## src/rtl/iso_dio_pkg.sv

```systemverilog
// Package: shared widths, offsets and types for the isolated digital I/O
// register block. Assumes a byte-wide bus and an 8-entry offset window.
package iso_dio_pkg;
    localparam int DW     = 8;            // bus data width
    localparam int AW     = 3;            // offset width
    localparam int NBYTES = 2;            // byte lanes per direction
    localparam int LINES  = DW * NBYTES;  // channels per direction

    typedef logic [AW-1:0] ofs_t;

    // Offsets that the host software relies on
    localparam ofs_t OFS_OUT_LO = 3'd0;
    localparam ofs_t OFS_IN_LO  = 3'd1;
    localparam ofs_t OFS_CTL    = 3'd2;
    localparam ofs_t OFS_OUT_HI = 3'd4;
    localparam ofs_t OFS_IN_HI  = 3'd5;
endpackage

```

## src/rtl/iso_dio_sync.sv

```systemverilog
// Module: multi-stage synchronizer with change detection.
// Brings W asynchronous lines into the clk domain through STAGES flops and
// flags any line whose synchronized level differs from the previous sample.
// Assumes STAGES >= 2. Reset clears all stages to zero.
module iso_dio_sync #(
    parameter int W      = 16,
    parameter int STAGES = 2
) (
    input  logic         clk,
    input  logic         rst_n,
    input  logic [W-1:0] async_in,
    output logic [W-1:0] sync_out,
    output logic         any_change
);
    logic [W-1:0] stage_q [STAGES];
    logic [W-1:0] prev_q;

    // Purpose: shift the inputs through the synchronizer chain
    always_ff @(posedge clk) begin
        if (!rst_n) begin
            for (int i = 0; i < STAGES; i++) stage_q[i] <= '0;
        end else begin
            stage_q[0] <= async_in;
            for (int i = 1; i < STAGES; i++) stage_q[i] <= stage_q[i-1];
        end
    end

    // Purpose: keep the previous synchronized sample for edge detection
    always_ff @(posedge clk) begin
        if (!rst_n) prev_q <= '0;
        else        prev_q <= stage_q[STAGES-1];
    end

    assign sync_out   = stage_q[STAGES-1];
    assign any_change = |(stage_q[STAGES-1] ^ prev_q);
endmodule

```

## src/rtl/iso_dio_outreg.sv

```systemverilog
// Module: byte-lane output registers.
// Each lane loads the write data when its load enable is high and holds
// otherwise. The lanes cannot be read back. Reset drives every line low.
module iso_dio_outreg #(
    parameter int DW     = 8,
    parameter int NBYTES = 2
) (
    input  logic                 clk,
    input  logic                 rst_n,
    input  logic [NBYTES-1:0]    load,
    input  logic [DW-1:0]        wdata,
    output logic [DW*NBYTES-1:0] lines
);
    for (genvar b = 0; b < NBYTES; b++) begin : g_lane
        logic [DW-1:0] lane_q;

        // Purpose: load or hold one byte lane
        always_ff @(posedge clk) begin
            if (!rst_n)       lane_q <= '0;
            else if (load[b]) lane_q <= wdata;
        end

        assign lines[b*DW +: DW] = lane_q;
    end
endmodule

```

## src/rtl/iso_dio_irq.sv

```systemverilog
// Module: interrupt enable and pending state.
// Enable comes from read side effects and disable from write side effects.
// Disable wins and also drops the pending flag. A new change outranks an
// acknowledge in the same cycle. Assumes one-cycle strobes.
module iso_dio_irq (
    input  logic clk,
    input  logic rst_n,
    input  logic en_req,     // read of the control offset
    input  logic dis_req,    // write to the control offset
    input  logic ack_req,    // write to the low input offset
    input  logic change,     // synchronized input change this cycle
    output logic irq
);
    logic en_q;
    logic pend_q;

    // Purpose: track whether the interrupt is enabled
    always_ff @(posedge clk) begin
        if (!rst_n)       en_q <= 1'b0;
        else if (dis_req) en_q <= 1'b0;
        else if (en_req)  en_q <= 1'b1;
    end

    // Purpose: record change events while enabled, clear on ack or disable
    always_ff @(posedge clk) begin
        if (!rst_n)                pend_q <= 1'b0;
        else if (dis_req)          pend_q <= 1'b0;
        else if (en_q && change)   pend_q <= 1'b1;
        else if (ack_req)          pend_q <= 1'b0;
    end

    assign irq = pend_q & en_q;
endmodule

```

## src/rtl/iso_dio_regs.sv

```systemverilog
// Module: top of the isolated digital I/O register block.
// Decodes the 3-bit offset into register accesses and side effects, drives
// the output lanes, returns synchronized input bytes and raises an interrupt
// on any input change. Assumes strobes are single-cycle and synchronous.
module iso_dio_regs
    import iso_dio_pkg::*;
#(
    parameter int SYNC_STAGES = 2
) (
    input  logic             clk,
    input  logic             rst_n,
    input  logic [AW-1:0]    bus_addr,
    input  logic             bus_rd,
    input  logic             bus_wr,
    input  logic [DW-1:0]    bus_wdata,
    output logic [DW-1:0]    bus_rdata,
    input  logic [LINES-1:0] in_lines,
    output logic [LINES-1:0] out_lines,
    output logic             irq
);
    logic [NBYTES-1:0] lane_load;
    logic [LINES-1:0]  in_sync;
    logic              in_change;

    // Purpose: decode writes to the output lanes
    always_comb begin
        lane_load    = '0;
        lane_load[0] = bus_wr && (bus_addr == OFS_OUT_LO);
        lane_load[1] = bus_wr && (bus_addr == OFS_OUT_HI);
    end

    iso_dio_outreg #(.DW(DW), .NBYTES(NBYTES)) u_out (
        .clk   (clk),
        .rst_n (rst_n),
        .load  (lane_load),
        .wdata (bus_wdata),
        .lines (out_lines)
    );

    iso_dio_sync #(.W(LINES), .STAGES(SYNC_STAGES)) u_sync (
        .clk        (clk),
        .rst_n      (rst_n),
        .async_in   (in_lines),
        .sync_out   (in_sync),
        .any_change (in_change)
    );

    iso_dio_irq u_irq (
        .clk     (clk),
        .rst_n   (rst_n),
        .en_req  (bus_rd && (bus_addr == OFS_CTL)),
        .dis_req (bus_wr && (bus_addr == OFS_CTL)),
        .ack_req (bus_wr && (bus_addr == OFS_IN_LO)),
        .change  (in_change),
        .irq     (irq)
    );

    // Purpose: return input bytes on mapped reads, zero elsewhere
    always_comb begin
        bus_rdata = '0;
        if (bus_rd) begin
            case (bus_addr)
                OFS_IN_LO: bus_rdata = in_sync[DW-1:0];
                OFS_IN_HI: bus_rdata = in_sync[2*DW-1:DW];
                default:   bus_rdata = '0;
            endcase
        end
    end
endmodule

```

## config.mk

```make
export PLATFORM = sky130hd
export DESIGN_NAME = iso_dio_regs
export DESIGN_NICKNAME = d
export VERILOG_FILES = /design/src/rtl/iso_dio_pkg.sv /design/src/rtl/iso_dio_sync.sv /design/src/rtl/iso_dio_outreg.sv /design/src/rtl/iso_dio_irq.sv /design/src/rtl/iso_dio_regs.sv
export SDC_FILE = /design/constraint.sdc
export NUM_CORES = 1
export LEC_CHECK = 0
export CORE_UTILIZATION = 30
export DETAILED_ROUTE_END_ITERATION = 8
export PLACE_DENSITY = 0.55
export SETUP_SLACK_MARGIN = 0.1
export SLEW_MARGIN = 20
export SYNTH_ARGS = -nofsm -noshare
export SYNTH_HDL_FRONTEND = slang
export SYNTH_SLANG_ARGS = --single-unit
export TNS_END_PERCENT = 100
```

## constraint.sdc

```tcl
create_clock -name clk -period 1 [get_ports clk]
set_input_delay 0.2 -clock clk [delete_from_list [all_inputs] [get_ports clk]]
set_output_delay 0.2 -clock clk [all_outputs]
set_load 0.05 [all_outputs]
```

* Word level (Yosys, flattened, before mapping)
Memory sizes are Yosys's and may differ from the RTL's.
Index checks and enable logic that the tools add are counted.
** Storage, ports and cells
- Bits in registers :: 34
- Bits of input ports :: 31
- RAM bits :: 32
- Output and inout bits :: 25
- Logic and storage cells :: 33
- Memories :: 1
** Memories
- u_sync.stage_q :: depth 2, width 16, rd ports 2, clocked after memory_dff 0, wr ports 2, RTL line iso_dio_sync.sv:15 : logic [W-1:0] stage_q [STAGES];
** Operators by class
- Bitwise gates (word level) :: 5
- Mux-type cells :: 8
- Reductions and logical operators :: 10
- Eq/ne operators :: 4
** Operator list (count)
- $mux W16 :: 2
- $pmux W8 S2 :: 1
- $reduce_or A16 Y1 :: 1
- $xor A16 B16 Y16 :: 1
- $mux W8 :: 1
- $eq A3 B3 Y1 const B :: 2
- $logic_and A1 B1 Y1 :: 6
- $mux W1 :: 4
- $eq A3 B1 Y1 const B :: 1
- $eq A3 B2 Y1 const B :: 1
- $logic_not A3 Y1 :: 1
- $or A1 B1 Y1 :: 2
- $reduce_bool A2 Y1 :: 1
- $reduce_or A2 Y1 :: 1
- $and A1 B1 Y1 :: 1
- $not A1 Y1 :: 1

* Logic depth before layout (Yosys ltp)
Gate-level depths: netlist of the first run.
- Word-level depth :: 4
- Gate-level depth with buffers :: 5
- Gate-level depth less buffers :: 4

* Modules after synthesis
From an unflattened synthesis of the first run, not the netlist that was laid out.
** Second synthesis, totals
- Cell total of the unflattened synthesis :: 223
- Area total of the unflattened synthesis :: 2459.9 um^2
** By module, submodules not included
- iso_dio_sync :: area an instance 1576.5 um^2, times used 1, cells each 138, sequential area each 960.9 um^2
- iso_dio_outreg :: area an instance 608.1 um^2, times used 1, cells each 51, sequential area each 320.3 um^2
- iso_dio_regs :: area an instance 188.9 um^2, times used 1, cells each 25, sequential area each 0.0 um^2
- iso_dio_irq :: area an instance 86.3 um^2, times used 1, cells each 9, sequential area each 40.0 um^2

* Worst setup path after synthesis of the first run
No wires, ideal clock.
- Kind :: input port to output port
- From :: input port bus_addr[1]
- To :: output port bus_rdata[0]
- Stages on the path :: 2
- Data arrival time :: 1.166 ns
- Data required time :: 0.800 ns
- Buffers on the path :: 0
- Slack :: -0.366 ns
- Cells stage by stage :: nand3b_1 -> nor2_1
** On the way
- Longest elaborated chain between the ends :: 3
- Elaborated cells between the ends (all ways) :: 4
- Those cells by class :: eq/ne: 2; mux: 2
** RTL lines
- start, declared :: RTL line iso_dio_regs.sv:12 : input logic [AW-1:0] bus_addr,
- $eq A3 B3 Y1 / $eq A3 B1 Y1 (equally long branches) :: RTL line iso_dio_regs.sv:62 : case (bus_addr)
- $pmux W8 S2 (*) :: RTL line iso_dio_regs.sv:62
- $mux W8 (*) :: RTL line iso_dio_regs.sv:61 : if (bus_rd) begin
- end, declared :: RTL line iso_dio_regs.sv:16 : output logic [DW-1:0] bus_rdata,
Every way passes the cells marked *; elsewhere a longest branch is shown, timed or not.

==> flow_metrics.tcl, run 1 <==
set metrics [dict create \
    status "finished with violations" \
    violations "negative setup slack" \
    synth_seq_cells 66 \
    yosys.area.top_type "dfxtp_1" \
    cts_root_buf "clkbuf_8" \
    whs_ns 0.256 \
    htreeDepth 3 \
    via_per_inst 4.07 \
    hpwlAfterDp_um 3370 \
    cts_tree "done" \
    dieArea_mm2 0.00807 \
    cap_violations 0 \
    yosys_warnings 0 \
    drc 0 \
    critPathCaptureType "primary output" \
    synthToLayoutAreaGrowth_pct 78.8 \
    hold_class "input pin to register" \
    clk_latency_ns 0.34 \
    cts_buffers 9 \
    path_class "register to primary output" \
    layout-drive-gt1-share 0.469 \
    synth-seq-area-share 0.571 \
    cp.required_ns 0.80 \
    die_h_um 89.8 \
    clkSlewWorstSetupHoldPaths_ns 0.08 \
    maxSlewViolCount 0 \
    grt_overflow_total 0 \
    irDropWorstVdd_mv 0.667 \
    syn_nets 247 \
    fmax_mhz 739 \
    fillers 622 \
    cpPeakStageDelay_ns 0.33 \
    synth_area_leaders "dfxtp_1 (57%), and2_1 (13%), mux2i_1 (6.9%)" \
    setup_viol 26 \
    syn_inst 216 \
    netlist_area_mm2 0.00231 \
    core_mm2 0.00737 \
    ios 56 \
    die_w_um 89.8 \
    p_per_area_mw_per_mm2 1410 \
    finalNetCount 348 \
    wl_per_cell_um 11.5 \
    globalplace.congestion 0.716 \
    min_period_ns 1.35 \
    synth_top_area_frac 0.571 \
    vias 1714 \
    total_power_mw 5.81 \
    num_antenna_cells 0 \
    crit_arrival_ns 1.15 \
    antenna_found_initial 0 \
    clockBufferDepth 2 \
    ys_types 22 \
    period_share 1.35 \
    cts.hold.buffers_added 0 \
    grt_pass1_wl_um 8100 \
    grt_pass1_vias 1673 \
    avgSynthCellArea_um2 10.7 \
    worst_slack_ns -0.353 \
    p_leak_nw 1.58 \
    cp_cell_sequence "buf_6 -> mux2i_4 -> nor2_4 -> buf_12" \
    core.rowCount 31 \
    ant_nets 0 \
    grt_setup_unrepaired "true" \
    worstPathMaxFanout 2 \
    fin_worst_skew_ns 0.0121 \
    routed_wl_um 4840 \
    slowest_stage "dfxtp_2" \
    portBuffers 55 \
    grt_usage 0.130 \
    relSlewSlack 0.845 \
    grt_max_degree 20 \
    start_util 0.314 \
    hold_viol_final 0 \
    dp_slack_ns -0.628 \
    cp-start-kind "register" \
    tightest_slew_ns 0.230 \
    first_iter_violations 25 \
    firstDrtPassIters 4 \
    cts.sinks 66 \
]
==> worst paths after layout <==
check	start	endpoint	slack (ns)	depth (start not counted)
max reg2reg	u_sync.stage_q[0][21]	u_irq.pend_q	-0.26	5
min	bus_wr	u_irq.en_q	0.26	4
min reg2reg	u_sync.stage_q[0][2]	u_sync.stage_q[0][18]	0.43	1
max	u_sync.stage_q[0][17]	bus_rdata[1]	-0.35	4
==> critical path, delay by kind of cell, from the launching register on <==
| kind | cells | cell delay [ns] |
|---|---|---|
| flops | 1 | 0.33 |
| buf+inv | 2 | 0.25 |
| mux | 1 | 0.15 |
| simple gates | 1 | 0.07 |
==> synth_stat cells, drive strengths merged <==
master	n
nor2	10
a21boi	8
nand4	4
nor2b	8
xnor2	16
nor3b	1
a31oi	1
mux2i	16
buf	3
dfxtp	66
nand2	17
o41ai	1
nand2b	3
o21ai	2
nor3	1
a21oi	1
nand3b	1
and2	49
inv	1
clkbuf	7
==> sequential cells by signal, indices dropped and copies added (netlist names) <==
register / count
u_irq.en_q: 1
u_irq.pend_q: 1
u_out.g_lane.lane_q: 16
u_sync.prev_q: 16
u_sync.stage_q: 32
==> per-stage QoR <==
stage	util	cells	instance area [um^2]	setup TNS, ns
finish	0.561	421	4140	-3.45
global route	0.561	421	4140	-4.72
CTS	0.546	413	4030	-4.12
detailed placement	0.470	387	3460	-25.08
global placement	0.470	387	3460	-24.67
floorplan	-	216	2350	-2.57
==> cell families (layout without fill, tap and decap cells) <==
logic type	count (synthesis)	in the layout	share of synthesized area
buf+inv	11	117	0.0249
xor+xnor	16	16	0.0605
mux	16	16	0.0692
flops	66	66	0.571
compound gates	13	13	0.0389
simple gates	94	94	0.236
==> cell type report <==
class | count | area [um^2] | area share
Sequential cell | 66 | 1360 | 0.329
Timing Repair Buffer | 100 | 1270 | 0.308
Multi-Input combinational cell | 139 | 1170 | 0.282
Clock buffer | 9 | 124 | 0.0299
Tap cell | 99 | 124 | 0.0299
Clock inverter | 7 | 81.3 | 0.0197
Inverter | 1 | 3.75 | 0.000907
==> placed cells by master (no fill, tap or decap), drive strengths merged, types with 3 or more instances in the layout <==
master / synthesis / routed
clkdlybuf4s50: 0 / 25
xnor2: 16 / 16
nand2b: 3 / 3
dfxtp: 66 / 66
clkbuf: 7 / 9
inv: 1 / 5
mux2i: 16 / 16
a21boi: 8 / 8
nor2b: 8 / 8
nand4: 4 / 4
and2: 49 / 49
nand2: 17 / 17
nor2: 10 / 10
buf: 3 / 73
==> report_power, final <==
| group | internal (mW) | leakage [nW] | switching [mW] | total [mW] |
|---|---|---|---|---|
| Combinational | 0.458 | 0.923 | 0.294 | 0.751 |
| Sequential | 2.73 | 0.555 | 0.0530 | 2.78 |
| Clock | 1.19 | 0.101 | 1.09 | 2.28 |
==> layer usage <==
metal	global-route usage	vias up	share of wire
met1	0.175	759	0.48
met4	0.0751	0	0.011
met2	0.180	53	0.45
met3	0.0440	6	0.054
met5	0	-	0
li1	-	896	-
==> what timing repair did <==
item                                    in CTS  in global routing
pin swaps                                   12                  7
endpoints found under the hold margin        0                  0
gates cloned                                 1                  0
setup buffers                                9                  8
gates resized for setup                     85                 15
endpoints found under the setup margin      43                 43
(Power assumes the default switching activity.)
==> inputs of run 2 (changes only) <==
PLACE_DENSITY = 0.53   (was 0.55)
clock period = 1.3 ns   (was 1 ns; I/O delays follow)
==> flow_metrics.tcl, run 2 (same netlist as run 1, synthesis figures left out) <==
set metrics [dict create \
    routed_wl_um 4610 \
    violations "negative setup slack" \
    vias 1662 \
    layout-drive-gt1-share 0.369 \
    p_leak_nw 1.43 \
    stdcell_count 400 \
    grt_max_degree 37 \
    dp_slack_ns -0.416 \
    first_iter_violations 28 \
    grt_pass1_wl_um 8020 \
    drc 0 \
    cap_violations 0 \
    cpPeakStageDelay_ns 0.34 \
    synthToLayoutAreaGrowth_pct 67.0 \
    worst_slack_ns -0.108 \
    cts.hold.buffers_added 0 \
    cp.required_ns 1.04 \
    cts_buffers 9 \
    layout_common_cells "and2_1 (48), dfxtp_1 (48), buf_12 (27)" \
    post-place-cells 376 \
    htreeDepth 3 \
    dieArea_mm2 0.00807 \
    firstDrtPassIters 4 \
    maxSlewViolCount 0 \
    clk_latency_ns 0.35 \
    core_mm2 0.00737 \
    tightest_slew_ns 0.340 \
    rrSetupSlack_ns 0.01 \
    fin_worst_skew_ns 0.00908 \
    final_area_mm2 0.00387 \
    start_util 0.314 \
    grt_pass1_vias 1630 \
    clkSlewWorstSetupHoldPaths_ns 0.08 \
    globalplace.congestion 0.690 \
    wl_per_cell_um 11.5 \
    finalNetCount 327 \
    core.rowCount 31 \
    fmax_mhz 710 \
    cp-start-kind "register" \
    status "finished with violations" \
    path_buf_inv 2 \
    cts_tree "done" \
    slowest_stage "dfxtp_2" \
    setup_viol 8 \
    portBuffers 55 \
    antenna_found_initial 0 \
    worstPathMaxFanout 2 \
    num_antenna_cells 0 \
    die_w_um 89.8 \
    irDropWorstVdd_mv 0.696 \
    ios 56 \
    whs_ns 0.178 \
    ant_nets 0 \
    path_class "register to primary output" \
    min_period_ns 1.41 \
    place_area_mm2 0.00335 \
    cts_root_buf "clkbuf_8" \
    regMostFlops "u_sync.stage_q" \
    fillers 651 \
    cts.sinks 66 \
    largest_reg_flops 32 \
    path_delay_family "flip-flops" \
    grt_overflow_total 0 \
    total_power_mw 4.41 \
    grt_usage 0.131 \
    hold_viol_final 0 \
    p_per_area_mw_per_mm2 1140 \
    reg_top3 "u_sync.stage_q (32), u_out.g_lane.lane_q (16), u_sync.prev_q (16)" \
    period_share 1.08 \
    relSlewSlack 0.773 \
    hpwlAfterDp_um 3200 \
    grt_setup_unrepaired "true" \
    cp_cell_sequence "buf_6 -> mux2i_4 -> nor2_4 -> buf_12" \
    critPathCaptureType "primary output" \
    via_per_inst 4.16 \
    clockBufferDepth 2 \
    hold_class "input pin to register" \
    crit_arrival_ns 1.15 \
    die_h_um 89.8 \
]
-- run 2: cell count changes in the layout (fill, tap and decap cells not counted), moves of 2 or more --
cell and change:
a21boi_0 +3, a21boi_1 -3, buf_4 -7, buf_6 -13
clkbuf_2 +2, dfxtp_1 +14, dfxtp_2 -20, dfxtp_4 +6
xnor2_1 +2, xnor2_2 -2
-- run 2: report_power, final --
group	internal (mW)	switching, mW	leakage (nW)
sequential	2.09	0.0460	0.550
combinational	0.296	0.199	0.776
clock	0.919	0.865	0.102
total	3.30	1.11	1.43
-- run 2: worst paths after layout --
check / from / end / cells past startpoint
worst max-delay path: u_sync.stage_q[0][23] / bus_rdata[7] / 4
worst min register to register: u_sync.stage_q[0][5] / u_sync.stage_q[0][21] / 1
worst max register to register: u_sync.stage_q[0][27] / u_irq.pend_q / 5
worst min-delay path: bus_addr[1] / u_irq.en_q / 3
-- run 2: area by class of cell --
cell class                 instances  area, um^2  area share
sequential                        66        1360       0.351
inverter                           1        3.75    0.000971
tap                               99         124      0.0320
timing repair buffer              79        1050       0.271
clock buffer                       9         124      0.0320
clock inverter                     7        81.3      0.0210
multi-input combinational        139        1130       0.292
-- run 2: worst reg2reg max path, cell delays in order (launching register included) --
cell and delay, ns:
dfxtp_2 0.34, buf_4 0.14, xnor2_2 0.11, nand4_1 0.14, o41ai_2 0.35, a21oi_1 0.10
-- run 2: timing repair --
item	in CTS	in global routing
resized for setup	68	9
cloned	1	0
setup buffers	7	0
endpoints found under the setup margin	26	10
hold endpoints to repair	0	0
pin swaps	15	10
-- run 2: layer usage --
metal,up-vias,part of all wire,GRT usage
li1,858,-,-
met1,745,0.48,0.165
met2,47,0.45,0.196
met3,12,0.043,0.0355
met4,0,0.028,0.0820
met5,-,0,0
-- run 2: through the flow --
stage               utilization  setup TNS [ns]
finish                    0.525          -0.406
global route              0.525          -0.847
CTS                       0.523          -0.632
detailed placement        0.455           -9.46
global placement          0.455           -9.27
floorplan                     -          -0.944
==> inputs of run 3 (changes only) <==
PLACE_DENSITY = 0.55   (was 0.53)
clock period = 1.2 ns   (was 1.3 ns; I/O delays follow)
==> flow_metrics.tcl, run 3 (same netlist as run 1, synthesis figures left out) <==
set metrics [dict create \
    core.rowCount 31 \
    status "finished with violations" \
    violations "negative setup slack" \
    finalNetCount 332 \
    vias 1667 \
    whs_ns 0.151 \
    crit_arrival_ns 1.15 \
    firstDrtPassIters 4 \
    path_delay_family "flip-flops" \
    layout_common_cells "and2_1 (48), dfxtp_1 (32), dfxtp_2 (31)" \
    tightest_slew_ns 0.264 \
    cts.hold.buffers_added 0 \
    first_iter_violations 72 \
    num_antenna_cells 0 \
    intPower_mw 3.84 \
    portBuffers 55 \
    grt_usage 0.134 \
    routed_wl_um 4820 \
    hold_viol_final 0 \
    pwr-share-seq 0.468 \
    hold_class "input pin to register" \
    irDropWorstVdd_mv 0.661 \
    core_mm2 0.00737 \
    fin_worst_skew_ns 0.00628 \
    relSlewSlack 0.822 \
    switching_power_mw 1.12 \
    p_per_area_mw_per_mm2 1240 \
    clockBufferDepth 2 \
    swShare 0.226 \
    worst_slack_ns -0.190 \
    critPathCaptureType "primary output" \
    grt_max_degree 49 \
    clkPwrFrac 0.417 \
    cts_root_buf "clkbuf_8" \
    die_w_um 89.8 \
    path_class "register to primary output" \
    cts_buffers 9 \
    globalplace.congestion 0.728 \
    hpwlAfterDp_um 3190 \
    layout-drive-gt1-share 0.451 \
    ant_nets 0 \
    grt_setup_unrepaired "true" \
    htreeDepth 3 \
    r2r-start "u_sync.stage_q[0][19]" \
    via_per_inst 4.12 \
    place_area_mm2 0.00339 \
    p_leak_nw 1.49 \
    grt_overflow_total 0 \
    cap_violations 0 \
    maxSlewViolCount 0 \
    die_h_um 89.8 \
    cp_cell_sequence "buf_6 -> mux2i_4 -> nor2_4 -> buf_12" \
    hp-start "bus_addr[1]" \
    path_buf_inv 2 \
    drc 0 \
    fin_util 0.545 \
    reg_top3 "u_sync.stage_q (32), u_out.g_lane.lane_q (16), u_sync.prev_q (16)" \
    slowest_stage "dfxtp_2" \
    antenna_found_initial 0 \
    min_period_ns 1.39 \
    fmax_mhz 720 \
    power_frac_comb 0.115 \
    worstPathMaxFanout 2 \
    grt_pass1_wl_um 8270 \
    cp-start-kind "register" \
    cpPeakStageDelay_ns 0.34 \
    final_common_cell "and2_1" \
    clk_latency_ns 0.34 \
    final_area_mm2 0.00402 \
    dp_slack_ns -0.471 \
    period_share 1.16 \
    cp.required_ns 0.96 \
    regMostFlops "u_sync.stage_q" \
    dieArea_mm2 0.00807 \
    grt_pass1_vias 1678 \
    cp-startpoint "u_sync.stage_q[0][19]" \
    wl_per_cell_um 11.9 \
    start_util 0.314 \
    cts_tree "done" \
    setup_viol 9 \
    ios 56 \
    largest_reg_flops 32 \
    synthToLayoutAreaGrowth_pct 73.6 \
    clkSlewWorstSetupHoldPaths_ns 0.07 \
    cts.sinks 66 \
]
==> run 3: cell count changes in the layout (fill, tap and decap cells not counted), moves of 2 or more <==
cell	delta
inv_6	-5
dfxtp_2	+19
xnor2_1	-5
buf_4	-3
dfxtp_1	-16
xnor2_2	+5
clkinv_4	+2
buf_6	+7
dfxtp_4	-3
==> run 3: metal layers <==
metal  wire [um]  track usage  share of wire  vias to the layer above
li1            -            -              -                      860
met1        2160        0.160           0.45                      759
met2        2380        0.219           0.49                       37
met3         146       0.0381          0.030                       11
met4         131       0.0697          0.027                        0
met5           0            0              0                        -
==> run 3: repair_timing <==
| item | in CTS | in global routing |
|---|---|---|
| gates resized for setup | 94 | 10 |
| gates cloned | 1 | 0 |
| setup endpoints to repair | 43 | 29 |
| pin swaps | 21 | 13 |
| buffers inserted | 7 | 1 |
==> run 3: stage by stage <==
| stage | cells | TNS (ns) | power [mW] |
|---|---|---|---|
| final | 405 | -1.34 | 4.96 |
| after global routing | 405 | -1.84 | 5.20 |
| after CTS | 404 | -1.59 | 5.03 |
| after detailed placement | 380 | -12.23 | 2.83 |
| after global placement | 380 | -12.01 | 2.83 |
| after floorplan | 216 | -1.42 | 2.57 |
==> run 3: path summary, 6_finish.rpt <==
check                                to  slack, ns  cells past startpoint
hold / removal               u_irq.en_q       0.15                      3
setup / recovery           bus_rdata[3]      -0.19                      4
hold reg to reg   u_sync.stage_q[0][18]       0.43                      1
setup reg to reg           u_irq.pend_q      -0.07                      5
==> run 3: layout make-up <==
type	count	area, um^2
clock buffers	10	138
clock inverters	6	90.1
fillers	647	3350
inverters	1	3.75
multi-input cells	139	1170
flip-flops and latches	66	1370
well taps	99	124
repair buffers	84	1120
==> run 3: power groups by stage <==
| stage | clock network (mW) | logic [mW] | registers, mW |
|---|---|---|---|
| floorplan | 0 | 0.184 | 2.39 |
| global placement | 0 | 0.467 | 2.36 |
| detailed placement | 0 | 0.469 | 2.36 |
| CTS | 2.14 | 0.566 | 2.32 |
| global route | 2.26 | 0.612 | 2.33 |
| finish | 2.07 | 0.571 | 2.32 |
==> run 3: worst register-to-register path, cell delays in order (launching register included) <==
cell and delay [ns]:
dfxtp_2 0.34, buf_6 0.12, xnor2_2 0.12, nand4_1 0.12, o41ai_2 0.35, a21oi_1 0.11
